### config.mk
export PLATFORM = sky130hd
export DESIGN_NAME = pwm10_gen
export DESIGN_NICKNAME = d
export VERILOG_FILES = /design/src/rtl/pwm10_pkg.sv /design/src/rtl/pwm10_regs.sv /design/src/rtl/pwm10_prescale.sv /design/src/rtl/pwm10_core.sv /design/src/rtl/pwm10_gen.sv
export SDC_FILE = /design/constraint.sdc
export NUM_CORES = 1
export LEC_CHECK = 0
export BUFFER_PORTS_ARGS = -buffer_cell sky130_fd_sc_hd__buf_2
export CAP_MARGIN = 40
export CORE_AREA = 2 2 95 88
export DETAILED_ROUTE_END_ITERATION = 8
export DIE_AREA = 0 0 97 90
export GPL_TIMING_DRIVEN = 0
export HOLD_SLACK_MARGIN = 0.03
export SYNTH_ARGS = -nofsm -noshare
export SYNTH_HDL_FRONTEND = slang
export SYNTH_SLANG_ARGS = --single-unit
### constraint.sdc
create_clock -name clk -period 5.1 [get_ports clk]
set_clock_uncertainty 0.1 [all_clocks]
set_input_delay 1.02 -clock clk [delete_from_list [all_inputs] [get_ports clk]]
set_output_delay 1.02 -clock clk [all_outputs]
set_load 0.1 [all_outputs]
### src/rtl/pwm10_pkg.sv
package pwm10_pkg;
    localparam int CNT_W  = 10;
    localparam int BYTE_W = 8;
    localparam int HI_W   = CNT_W - BYTE_W;
    localparam int RES_W  = 2;

    typedef enum logic [1:0] {
        SEL_PER_LO  = 2'd0,
        SEL_DUTY_LO = 2'd1,
        SEL_HI      = 2'd2,
        SEL_NONE    = 2'd3
    } reg_sel_e;

    typedef struct packed {
        logic [CNT_W-1:0] per;
        logic [CNT_W-1:0] duty;
        logic [RES_W-1:0] res;
    } pwm_cfg_t;

    function automatic logic [CNT_W-1:0] res_mask(input logic [RES_W-1:0] r);
        return {CNT_W{1'b1}} >> r;
    endfunction
endpackage

### src/rtl/pwm10_regs.sv
module pwm10_regs
    import pwm10_pkg::*;
(
    input  logic              clk,
    input  logic              rst,
    input  logic              wr_en,
    input  logic [1:0]        wr_sel,
    input  logic [BYTE_W-1:0] wr_data,
    output logic [CNT_W-1:0]  per_stg,
    output logic [CNT_W-1:0]  duty_stg
);
    reg_sel_e sel;
    assign sel = reg_sel_e'(wr_sel);

    always_ff @(posedge clk) begin
        if (rst) begin
            per_stg  <= '0;
            duty_stg <= '0;
        end else if (wr_en) begin
            unique case (sel)
                SEL_PER_LO:  per_stg[BYTE_W-1:0]  <= wr_data;
                SEL_DUTY_LO: duty_stg[BYTE_W-1:0] <= wr_data;
                SEL_HI: begin
                    per_stg[CNT_W-1:BYTE_W]  <= wr_data[HI_W-1:0];
                    duty_stg[CNT_W-1:BYTE_W] <= wr_data[2*HI_W-1:HI_W];
                end
                default: ;
            endcase
        end
    end
endmodule

### src/rtl/pwm10_prescale.sv
module pwm10_prescale (
    input  logic clk,
    input  logic rst,
    input  logic en,
    input  logic tick_sel,
    output logic tick
);
    logic half_q;

    always_ff @(posedge clk) begin
        if (rst) half_q <= 1'b0;
        else     half_q <= en & tick_sel & ~half_q;
    end

    assign tick = en & (~tick_sel | half_q);
endmodule

### src/rtl/pwm10_core.sv
module pwm10_core
    import pwm10_pkg::*;
(
    input  logic             clk,
    input  logic             rst,
    input  logic             en,
    input  logic             tick,
    input  pwm_cfg_t         cfg_next,
    output logic [CNT_W-1:0] cnt,
    output logic [CNT_W-1:0] per_eff,
    output logic [CNT_W-1:0] duty_eff,
    output logic             active
);
    pwm_cfg_t         cfg_q;
    logic [CNT_W-1:0] cnt_q;
    logic [CNT_W:0]   cnt_inc;
    logic             wrap;

    assign per_eff  = cfg_q.per  & res_mask(cfg_q.res);
    assign duty_eff = cfg_q.duty & res_mask(cfg_q.res);
    assign cnt_inc  = {1'b0, cnt_q} + 1'b1;
    assign wrap     = cnt_inc >= {1'b0, per_eff};

    always_ff @(posedge clk) begin
        if (rst) begin
            cnt_q <= '0;
            cfg_q <= '0;
        end else if (!en) begin
            cnt_q <= '0;
            cfg_q <= cfg_next;
        end else if (tick) begin
            if (wrap) begin
                cnt_q <= '0;
                cfg_q <= cfg_next;
            end else begin
                cnt_q <= cnt_inc[CNT_W-1:0];
            end
        end
    end

    assign cnt    = cnt_q;
    assign active = cnt_q < duty_eff;
endmodule

### src/rtl/pwm10_gen.sv
module pwm10_gen
    import pwm10_pkg::*;
(
    input  logic              clk,
    input  logic              rst,
    input  logic              en,
    input  logic              tick_sel,
    input  logic [RES_W-1:0]  res_sel,
    input  logic              polarity,
    input  logic              wr_en,
    input  logic [1:0]        wr_sel,
    input  logic [BYTE_W-1:0] wr_data,
    output logic              pwm_o
);
    logic [CNT_W-1:0] per_stg, duty_stg;
    logic [CNT_W-1:0] cnt_w, per_eff_w, duty_eff_w;
    logic             tick, active;
    pwm_cfg_t         cfg_next;

    pwm10_regs u_regs (
        .clk(clk), .rst(rst), .wr_en(wr_en), .wr_sel(wr_sel),
        .wr_data(wr_data), .per_stg(per_stg), .duty_stg(duty_stg)
    );

    pwm10_prescale u_pre (
        .clk(clk), .rst(rst), .en(en), .tick_sel(tick_sel), .tick(tick)
    );

    assign cfg_next = '{per: per_stg, duty: duty_stg, res: res_sel};

    pwm10_core u_core (
        .clk(clk), .rst(rst), .en(en), .tick(tick), .cfg_next(cfg_next),
        .cnt(cnt_w), .per_eff(per_eff_w), .duty_eff(duty_eff_w),
        .active(active)
    );

    assign pwm_o = en ? (polarity ? active : ~active) : ~polarity;
endmodule

Word-level counts from Yosys, hierarchy flattened
Index checks and enable logic that the tools add are counted.
- flip-flop bits (word level): 53
- input port bits: 18
- output and inout bits: 1
- word-level logic and storage cells: 40
- $add $sub $neg: 1
- magnitude comparators: 2
- equality and inequality tests: 4
- shift-type cells: 1
- mux-type cells: 6
- bitwise logic cells: 11
- reduce and logical (&&, ||, !) cells: 6
- operator list (cell ; count):
    22-bit two-way mux ; 3
    10-bit AND ; 2
    10-bit by 1-bit adder with 11-bit output (second input constant) ; 1
    11-bit by 10-bit >= comparator with 1-bit output ; 1
    10-bit less-than comparator ; 1
    10-bit two-way mux ; 1
    10-bit by 2-bit >> shifter with 10-bit output (first input constant) ; 1
    2-bit AND reduction ; 4
    1-bit NOT ; 5
    2-bit by 1-bit != test with 1-bit output (second input constant) ; 2
    1-bit AND ; 3
    2-bit by 1-bit equality test with 1-bit output (second input constant) ; 1
    2-bit equality test (second input constant) ; 1
    2-bit zero test ; 1
    1-bit two-way mux ; 2
    2-bit OR reduction ; 1
    1-bit bitwise OR ; 1

Longest topological paths before layout
Gate-level depths: netlist (run 1).
- depth in word-level cells: 6
- gate-level depth with buffers: 13

By module
A second synthesis (run 1) with hierarchy kept.
- cell total of the unflattened synthesis: 335
- area total of the unflattened synthesis: 3080.5 um^2
- by module, submodules not included (module ; times used ; cells each ; area an instance (um^2)):
    pwm10_core ; 1 ; 251 ; 2183.3
    pwm10_regs ; 1 ; 78 ; 840.8
    pwm10_prescale ; 1 ; 4 ; 43.8
    pwm10_gen ; 1 ; 2 ; 12.5

Worst setup path after synthesis (run 1)
OpenSTA, ideal clock, no wires.
- path kind: input port to output port
- start: input en
- end: output pwm_o
- arrival time: 2.876 ns
- path slack: 1.104 ns
- stages on the path: 5
- buffers on the path: 0
- cells stage by stage: nand2b_1 -> a2111oi_0 -> o21ai_0 -> o22ai_1 -> xnor2_1
- word-level cells in the longest chain between the ends: 1
- RTL lines (what ; line ; text):
    start, declared ; pwm10_gen.sv:6 ; input logic en,
    1-bit two-way mux ; pwm10_gen.sv:37 ; assign pwm_o = en ? (polarity ? active : ~active) : ~polarity;
    end, declared ; pwm10_gen.sv:13 ; output logic pwm_o
No other way between the ends.

Worst setup path after layout (run 1)
Same ends and word-level chain as after synthesis.

==> flow_metrics.tcl, run 1 <==
set metrics [dict create \
    status "complete, no violations" \
    grt_start_max_net_pins 18 \
    dieArea_sq_mm 0.00873 \
    p_clk_share_pct 33.1 \
    first_pass_iters 4 \
    avgSynthCellArea_sq_um 9.39 \
    cts_tree "done" \
    crit_path_end_kind "primary output" \
    nFillCells 785 \
    gp_congestion 0.762 \
    yosys_warnings 0 \
    yosysTopAreaCellShare_pct 40.5 \
    antenna_cells 0 \
    clock-sinks 53 \
    cts_buffer_depth 2 \
    worstHoldEndpoint "u_core.cfg_q[16]" \
    grt_pass1_vias 1993 \
    p_per_area_mw_per_mm2 273 \
    power_switching_share_pct 27.5 \
    fp-row-count 31 \
    cts-root-buf "clkbuf_8" \
    cts_buffers 5 \
    start_util_pct 33.6 \
    io_pins 19 \
    worstHoldPathCells 2 \
    synthCells 279 \
    tns_ps 0 \
    cts_resized 0 \
    drc 0 \
    rsz0062_at_grt "no" \
    final-max-slew-violation-count 0 \
    worstSetupPathType "primary input to primary output" \
    synth_area_sq_mm 0.00262 \
    grt_pass1_wl_um 9630 \
    period_needed_ps 3600 \
    grt_use_total_pct 13.4 \
    fmax_mhz 278 \
    hold_start "u_regs.per_stg[4]" \
    worstSkewPairLatency_ps 310 \
    synth_nets 317 \
    path_max_fanout 6 \
    clkTransAtPathRegs_ps 100 \
    num-nets-final 341 \
    r2r_slack_ps 1960 \
    holdBufCountCts 0 \
    core-area_sq_mm 0.00780 \
    port_buffers 17 \
    rr_worst_depth 12 \
    max_slew_margin_pct 56.4 \
    yosysSeqAreaShare_pct 40.5 \
    r2r-end "u_core.cnt[3]" \
    place_hpwl_um 4230 \
    p_leak_nw 1.33 \
    grt.overflow.total 0 \
    antenna_found_initial 0 \
    drt-total-wl_um 5500 \
    die_w_um 97 \
    vias_per_cell 4.85 \
    hold_viol 0 \
    dr_total_vias 1956 \
    synth_area_leader_cell "dfxtp_1" \
    finalSetupViolCount 0 \
    cts_htree_levels 2 \
    first_iter_violations 36 \
    hp-class "flop to flop" \
    required_ps 3980 \
    power_mw 0.800 \
    tightestPinTransition_ps 654 \
    postCtsSetupBuffers 0 \
    timing.rr.start "u_core.cnt[0]" \
    post-route-period-util_pct 70.6 \
    cp-start-kind "primary input" \
    synth_cell_types 37 \
    synthTopCellsByArea "dfxtp_1 (40%), mux2i_1 (16%), ha_1 (9.6%), nor2_1 (6.6%), nand2_1 (2.7%)" \
    ant_nets 0 \
    worstPathArrival_ps 2480 \
    drt-wirelength-per-cell_um 13.7 \
    ys_ff_latch 53 \
    internal-power_mw 0.580 \
    seq_power_share_pct 54.0 \
    max-cap-violations 0 \
    drive_above_1_share_pct 10.5 \
    dieHeight_um 90 \
    combPwrFrac_pct 12.9 \
    peakVddDrop_mv 0.148 \
    syn_to_final_growth_pct 11.8 \
    p_sw_mw 0.220 \
]
## flip-flops by register name (all words and copies together), names as in the netlist
name	count
u_core.cfg_q	22
u_core.cnt	10
u_pre.half_q	1
u_regs.duty_stg	10
u_regs.per_stg	10
## synth_stat cells (all sizes together)
library cell   n
a2111oi        1
a211oi         2
a21o           2
a21oi          9
a221oi         1
a22o           6
and2           1
and3           3
and4           1
buf            3
clkbuf         7
clkinv         1
dfxtp         53
ha            20
inv           13
mux2i         42
nand2         19
nand2b         5
nand3          9
nand3b         2
nor2          46
nor2b          4
nor3           4
nor3b          3
o21a           1
o21ai          5
o22ai          1
o41ai          1
or2            1
or3            3
or4            1
xnor2          7
xor2           2
## power groups by stage
stage,Combinational [mW],Sequential [mW],Clock [mW]
4_1_cts,0.104,0.432,0.272
3_5_place_dp,0.104,0.442,0
3_3_place_gp,0.101,0.442,0
5_1_grt,0.113,0.434,0.287
6_report,0.103,0.432,0.265
2_1_floorplan,0.0788,0.439,0
## placed cells by master, fill, tap and decap left out, types with 2 or more instances in the layout
| cell type | n |
|---|---|
| a21o_1 | 2 |
| ha_1 | 20 |
| mux2i_1 | 42 |
| inv_1 | 13 |
| clkbuf_8 | 6 |
| a211oi_1 | 2 |
| a21oi_1 | 9 |
| nor3b_1 | 2 |
| o21ai_0 | 5 |
| buf_2 | 17 |
| nor2b_1 | 4 |
| nand3_1 | 9 |
| nand2_1 | 19 |
| xor2_1 | 2 |
| nand2b_1 | 5 |
| buf_8 | 2 |
| nor3_1 | 3 |
| nand3b_1 | 2 |
| clkbuf_1 | 7 |
| a22o_1 | 6 |
| xnor2_1 | 7 |
| nor2_1 | 46 |
| and3_1 | 2 |
| or3_1 | 3 |
| dfxtp_1 | 53 |
## critical path: stages
cell,delay [ps]
buf_2,170
nand2b_1,90
a2111oi_0,250
o21ai_0,150
o22ai_1,220
xnor2_1,140
buf_2,440
## stage by stage
step | instance area, sq um | util [%] | setup WS (ps) | hold slack, ps | cells
2_1_floorplan | 2620 | - | 1100 | 352 | 279
3_3_place_gp | 2830 | 36.3 | 1520 | 374 | 395
3_5_place_dp | 2830 | 36.3 | 1490 | 386 | 395
4_1_cts | 2930 | 37.6 | 1480 | 415 | 403
5_1_grt | 2930 | 37.6 | 1280 | 431 | 403
6_report | 2930 | 37.6 | 1500 | 408 | 403
## kinds of logic (layout without fill, tap and decap cells)
logic type | Yosys count | after routing | share of synthesized area [%]
compound gates | 29 | 29 | 8.02
xor+xnor | 9 | 9 | 3.01
fa+ha+maj | 20 | 20 | 9.55
buf+inv | 24 | 49 | 4.30
flops | 53 | 53 | 40.5
mux | 42 | 42 | 16.0
simple gates | 102 | 102 | 18.6
## how the worst max path moves through the flow
stage	start	end	cells after the start
floorplan	en	pwm_o	5
finish	en	pwm_o	7
global route	u_core.cfg_q[1]	pwm_o	8
CTS	en	pwm_o	7
global placement	en	pwm_o	7
detailed placement	en	pwm_o	7
## cell type report
type | instances | area, sq um | area share, %
multi-input combinational | 202 | 1450 | 49.4
sequential | 53 | 1060 | 36.2
tap | 99 | 124 | 4.23
timing repair buffer | 17 | 85.1 | 2.90
clock buffer | 6 | 82.6 | 2.82
buffer | 10 | 60.1 | 2.05
inverter | 14 | 52.6 | 1.79
clock inverter | 2 | 17.5 | 0.598
## per-layer routing
| metal | vias up | GRT usage [%] | share of wire (%) |
|---|---|---|---|
| met5 | - | 0 | 0 |
| met4 | 0 | 3.17 | 0.56 |
| met3 | 4 | 2.57 | 3.6 |
| met2 | 28 | 20.9 | 44 |
| met1 | 914 | 19.1 | 51 |
| li1 | 1010 | - | - |
Note: power is estimated with default switching activity, not from simulation.
==> run 2, diff against run 1 <==
clock period = 3.1 ns   (was 5.1 ns; I/O delays follow)
==> run 2 against run 1 <==
Against the previous run: via count increased by 0.72%; combinational power up 75%; die area is the same; sequential power increased by 65%; clock-buffer cell count unchanged; register-to-register slack worse by 1700 ps; final cell count stayed put; sequential cell count did not move; cell area increased by 1.7%; hold slack worse by 8.5 ps; power rose by 63%; critical path depth increased by 1; critical endpoint unchanged; largest power group unchanged; highest routed layer unchanged.
==> flow_metrics.tcl, run 2 (synthesized netlist as in run 1, its figures left out) <==
set metrics [dict create \
    num-nets-final 341 \
    required_ps 2380 \
    ant_nets 0 \
    worstSetupPathType "flop to primary output" \
    port_buffers 17 \
    largest_register_ffs 22 \
    clock-sinks 53 \
    place_hpwl_um 4250 \
    post-route-period-util_pct 94.2 \
    first_iter_violations 35 \
    cpPeakStageDelay_ps 400 \
    top_register "u_core.cfg_q" \
    fmax_mhz 342 \
    p_leak_nw 1.34 \
    rsz0062_at_grt "no" \
    core-area_sq_mm 0.00780 \
    vias_per_cell 4.89 \
    tns_ps 0 \
    gp_congestion 0.776 \
    final_cell_mix "dfxtp_1 (50), nor2_1 (45), mux2i_1 (42)" \
    syn_to_final_growth_pct 13.7 \
    worstHoldPathCells 2 \
    max_slew_margin_pct 57.8 \
    multi_input_area_sq_mm 0.00148 \
    die_w_um 97 \
    peakVddDrop_mv 0.247 \
    layout_commonest_cell "dfxtp_1" \
    first_pass_iters 4 \
    holdBufCountCts 0 \
    hold_start "u_regs.duty_stg[5]" \
    fin_area_sq_mm 0.00298 \
    cts_buffer_depth 2 \
    cp_slowest_cell "dfxtp_1" \
    cts_buffers 5 \
    clkTransAtPathRegs_ps 100 \
    drive_above_1_share_pct 13.8 \
    period_needed_ps 2920 \
    grt_pass1_wl_um 9340 \
    grt_use_total_pct 13.1 \
    fin_cells 403 \
    grt.overflow.total 0 \
    dr_total_vias 1970 \
    cts_htree_levels 2 \
    antenna_cells 0 \
    timing.rr.start "u_core.cnt[3]" \
    tightestPinTransition_ps 633 \
    nFillCells 797 \
    cp_num_buf_inv 1 \
    crit_path_end_kind "primary output" \
    cp-start-kind "flop" \
    io_pins 19 \
    drt-wirelength-per-cell_um 13.6 \
    place_inst 395 \
    cts_tree "done" \
    fin_util_pct 38.2 \
    antenna_found_initial 0 \
    fp-row-count 31 \
    r2r_slack_ps 250 \
    cts-root-buf "clkbuf_8" \
    dieHeight_um 90 \
    rr_worst_depth 10 \
    worstSkewPairLatency_ps 310 \
    start_util_pct 33.6 \
    crit_top_cell "nand2_1" \
    drc 0 \
    path_max_fanout 5 \
    worstPathArrival_ps 2200 \
    crit_chain "nand2_1, nand2_1, ha_1, a2111oi_2, o21ai_1, o22ai_2, xnor2_2, buf_6" \
    hold_viol 0 \
    critPathTopFamily "compound AO/OA/AOI/OAI gates" \
    grt_start_max_net_pins 18 \
    dieArea_sq_mm 0.00873 \
    worstHoldEndpoint "u_core.cfg_q[7]" \
    grt_pass1_vias 1946 \
    status "complete, no violations" \
    placement.cell_area_sq_mm 0.00284 \
    hp-class "flop to flop" \
    finalSetupViolCount 0 \
    max-cap-violations 0 \
    drt-total-wl_um 5460 \
    p_per_area_mw_per_mm2 439 \
    final-seq-area_sq_mm 0.00107 \
    r2r-end "u_core.cnt[0]" \
    final-max-slew-violation-count 0 \
]
-- run 2: worst max path at each step --
stage	slack, ps	start	to	cells past startpoint
global route	10	u_core.cfg_q[1]	pwm_o	8
floorplan	280	u_core.cnt[2]	pwm_o	7
CTS	6	u_core.cnt[0]	u_core.cnt[0]	12
global placement	-30	u_core.cnt[0]	u_core.cnt[0]	11
detailed placement	-80	u_core.cnt[0]	u_core.cnt[7]	11
finish	180	u_core.cfg_q[1]	pwm_o	8
-- run 2: report_power, final --
part	switching, mW	total (mW)	internal [mW]
clock network	0.233	0.417	0.184
registers	0.0126	0.711	0.698
logic	0.102	0.180	0.0781
-- run 2: cell type report --
class                   count  share of cell area, %
flip-flops and latches     53                   35.8
multi-input cells         202                   49.7
plain buffers               9                   1.89
clock buffers               6                   2.77
well taps                  99                   4.16
inverters                  14                   1.76
repair buffers             18                   3.32
clock inverters             2                  0.546
-- run 2: through the flow --
step	hold WS [ps]	setup slack, ps	power [mW]
2_1_floorplan	352	277	0.854
3_3_place_gp	376	-34.7	0.896
3_5_place_dp	381	-84.1	0.899
4_1_cts	407	5.76	1.32
5_1_grt	437	13.6	1.37
6_report	399	179	1.31
-- run 2: worst min-delay path, cell delays in order (launching register included) --
cell and delay (ps):
dfxtp_1 340, mux2i_1 60, nor2_1 70
-- run 2: routing by layer --
| layer | wire (um) | global-route usage, % |
|---|---|---|
| met1 | 2810 | 18.0 |
| met2 | 2460 | 20.9 |
| met3 | 134 | 2.64 |
| met4 | 59 | 3.52 |
| met5 | 0 | 0 |
-- run 2: timing repair --
action                                  in CTS  in global routing
setup buffers                                0                  1
pin swaps                                    0                  2
endpoints found under the setup margin       8                 33
resized for setup                            3                 13
==> run 3, diff against run 2 <==
CORE_AREA = 2 2 77 72   (was 2 2 95 88)
DIE_AREA = 0 0 79 74   (was 0 0 97 90)
HOLD_SLACK_MARGIN = unset   (was 0.03)
PLACE_DENSITY = 0.73   (was unset)
==> run 3 against run 2 <==
Against the previous run: cell area rose by 0.63%; routed wire length is 1.8% lower; combinational power up 13%; fmax up 0.37%; clock power fell by 7.7%; die area decreased by 33%; sequential cell count unchanged; power shrank 0.64%; utilization rose by 21 points; setup slack improved by 11 ps; hold slack is essentially flat; critical path depth did not move.
==> flow_metrics.tcl, run 3 (synthesized netlist as in run 1, its figures left out) <==
set metrics [dict create \
    status "complete, no violations" \
    dieArea_sq_mm 0.00585 \
    post-route-period-util_pct 93.9 \
    die_w_um 79 \
    core-area_sq_mm 0.00507 \
    grt_pass1_vias 1868 \
    antenna_cells 0 \
    dieHeight_um 74 \
    path_max_fanout 5 \
    finalSetupViolCount 0 \
    clock-sinks 53 \
    cts_buffers 5 \
    grt.overflow.total 0 \
    hold_viol 0 \
    cts_tree "done" \
    cts_buffer_depth 2 \
    fmax_mhz 344 \
    first_iter_violations 58 \
    antenna_found_initial 0 \
    max_slew_margin_pct 59.0 \
    top_register "u_core.cfg_q" \
    num-nets-final 345 \
    hp-class "flop to flop" \
    place_hpwl_um 3960 \
    max-cap-violations 0 \
    cts-root-buf "clkbuf_8" \
    io_pins 19 \
    cp-start-kind "flop" \
    grt_pass1_wl_um 8830 \
    gp_congestion 0.800 \
    port_buffers 17 \
    fp-row-count 25 \
    grt_start_max_net_pins 17 \
    syn_to_final_growth_pct 14.4 \
    dr_total_vias 1957 \
    final-max-slew-violation-count 0 \
    p_leak_nw 1.37 \
    clkTransAtPathRegs_ps 100 \
    drt-total-wl_um 5370 \
    start_util_pct 51.7 \
    holdWs_ps 400 \
    ant_nets 0 \
    holdBufCountCts 0 \
    grt_use_total_pct 19.3 \
    required_ps 2380 \
    drc 0 \
    largest_register_ffs 22 \
    drive_above_1_share_pct 14.7 \
    tightestPinTransition_ps 616 \
    crit_path_end_kind "primary output" \
    vias_per_cell 5.23 \
    tns_ps 0 \
    worstPathArrival_ps 2190 \
    peakVddDrop_mv 0.254 \
    worstSetupPathType "flop to primary output" \
    drt-wirelength-per-cell_um 14.3 \
    period_needed_ps 2910 \
    first_pass_iters 5 \
    power_mw 1.30 \
    p_per_area_mw_per_mm2 434 \
    layout_commonest_cell "dfxtp_1" \
    worstSkewPairLatency_ps 300 \
    cts_htree_levels 2 \
    fin_util_pct 59.2 \
    final_cell_mix "dfxtp_1 (49), nor2_1 (46), mux2i_1 (42)" \
]
run 3: cell type report:
type	instances	area, sq um
plain buffers	9	56.3
clock buffers	5	68.8
clock inverters	2	16.3
fillers	447	2070
inverters	14	52.6
multi-input cells	202	1490
flip-flops and latches	53	1070
well taps	67	83.8
repair buffers	22	163
run 3: repair_timing:
item / CTS / global route
buffers inserted: 0 / 4
setup endpoints to repair: 29 / 29
pin swaps: 0 / 3
gates cloned: 0 / 1
resized for setup: 5 / 12
run 3: per-stage QoR:
step	setup slack (ps)	instances	instance area (sq um)
2_1_floorplan	277	279	2630
3_3_place_gp	-16.5	363	2800
3_5_place_dp	-62.5	363	2800
4_1_cts	38.6	370	2900
5_1_grt	-3.52	374	3000
6_report	190	374	3000
run 3: worst paths after layout:
path | startpoint | to | slack, ps | cells after the start
setup reg to reg | u_core.cnt[3] | u_core.cnt[0] | 230 | 10
hold / removal | u_core.cfg_q[2] | u_core.cfg_q[2] | 400 | 2
setup / recovery | u_core.cfg_q[1] | pwm_o | 190 | 8
hold reg to reg | u_core.cfg_q[2] | u_core.cfg_q[2] | 400 | 2
run 3: power breakdown:
part	switching, mW	internal [mW]	leakage (nW)	total [mW]
Sequential	0.0133	0.698	0.432	0.712
Clock	0.229	0.156	0.0402	0.385
Combinational	0.108	0.0952	0.900	0.203
run 3: critical path, cell delays in order, from the launching register on:
cell and delay, ps:
dfxtp_2 350, nand2_1 80, nand2_1 60, ha_1 280
a2111oi_1 380, o21ai_1 150, o22ai_2 220, xnor2_2 140
buf_8 220
run 3: per-layer routing:
metal | vias to the layer above | wire (um) | global-route usage, %
met3 | 7 | 125 | 3.76
met2 | 25 | 2370 | 30.1
li1 | 1013 | - | -
met1 | 912 | 2820 | 27.6
met4 | 0 | 47 | 4.98
met5 | - | 0 | 0
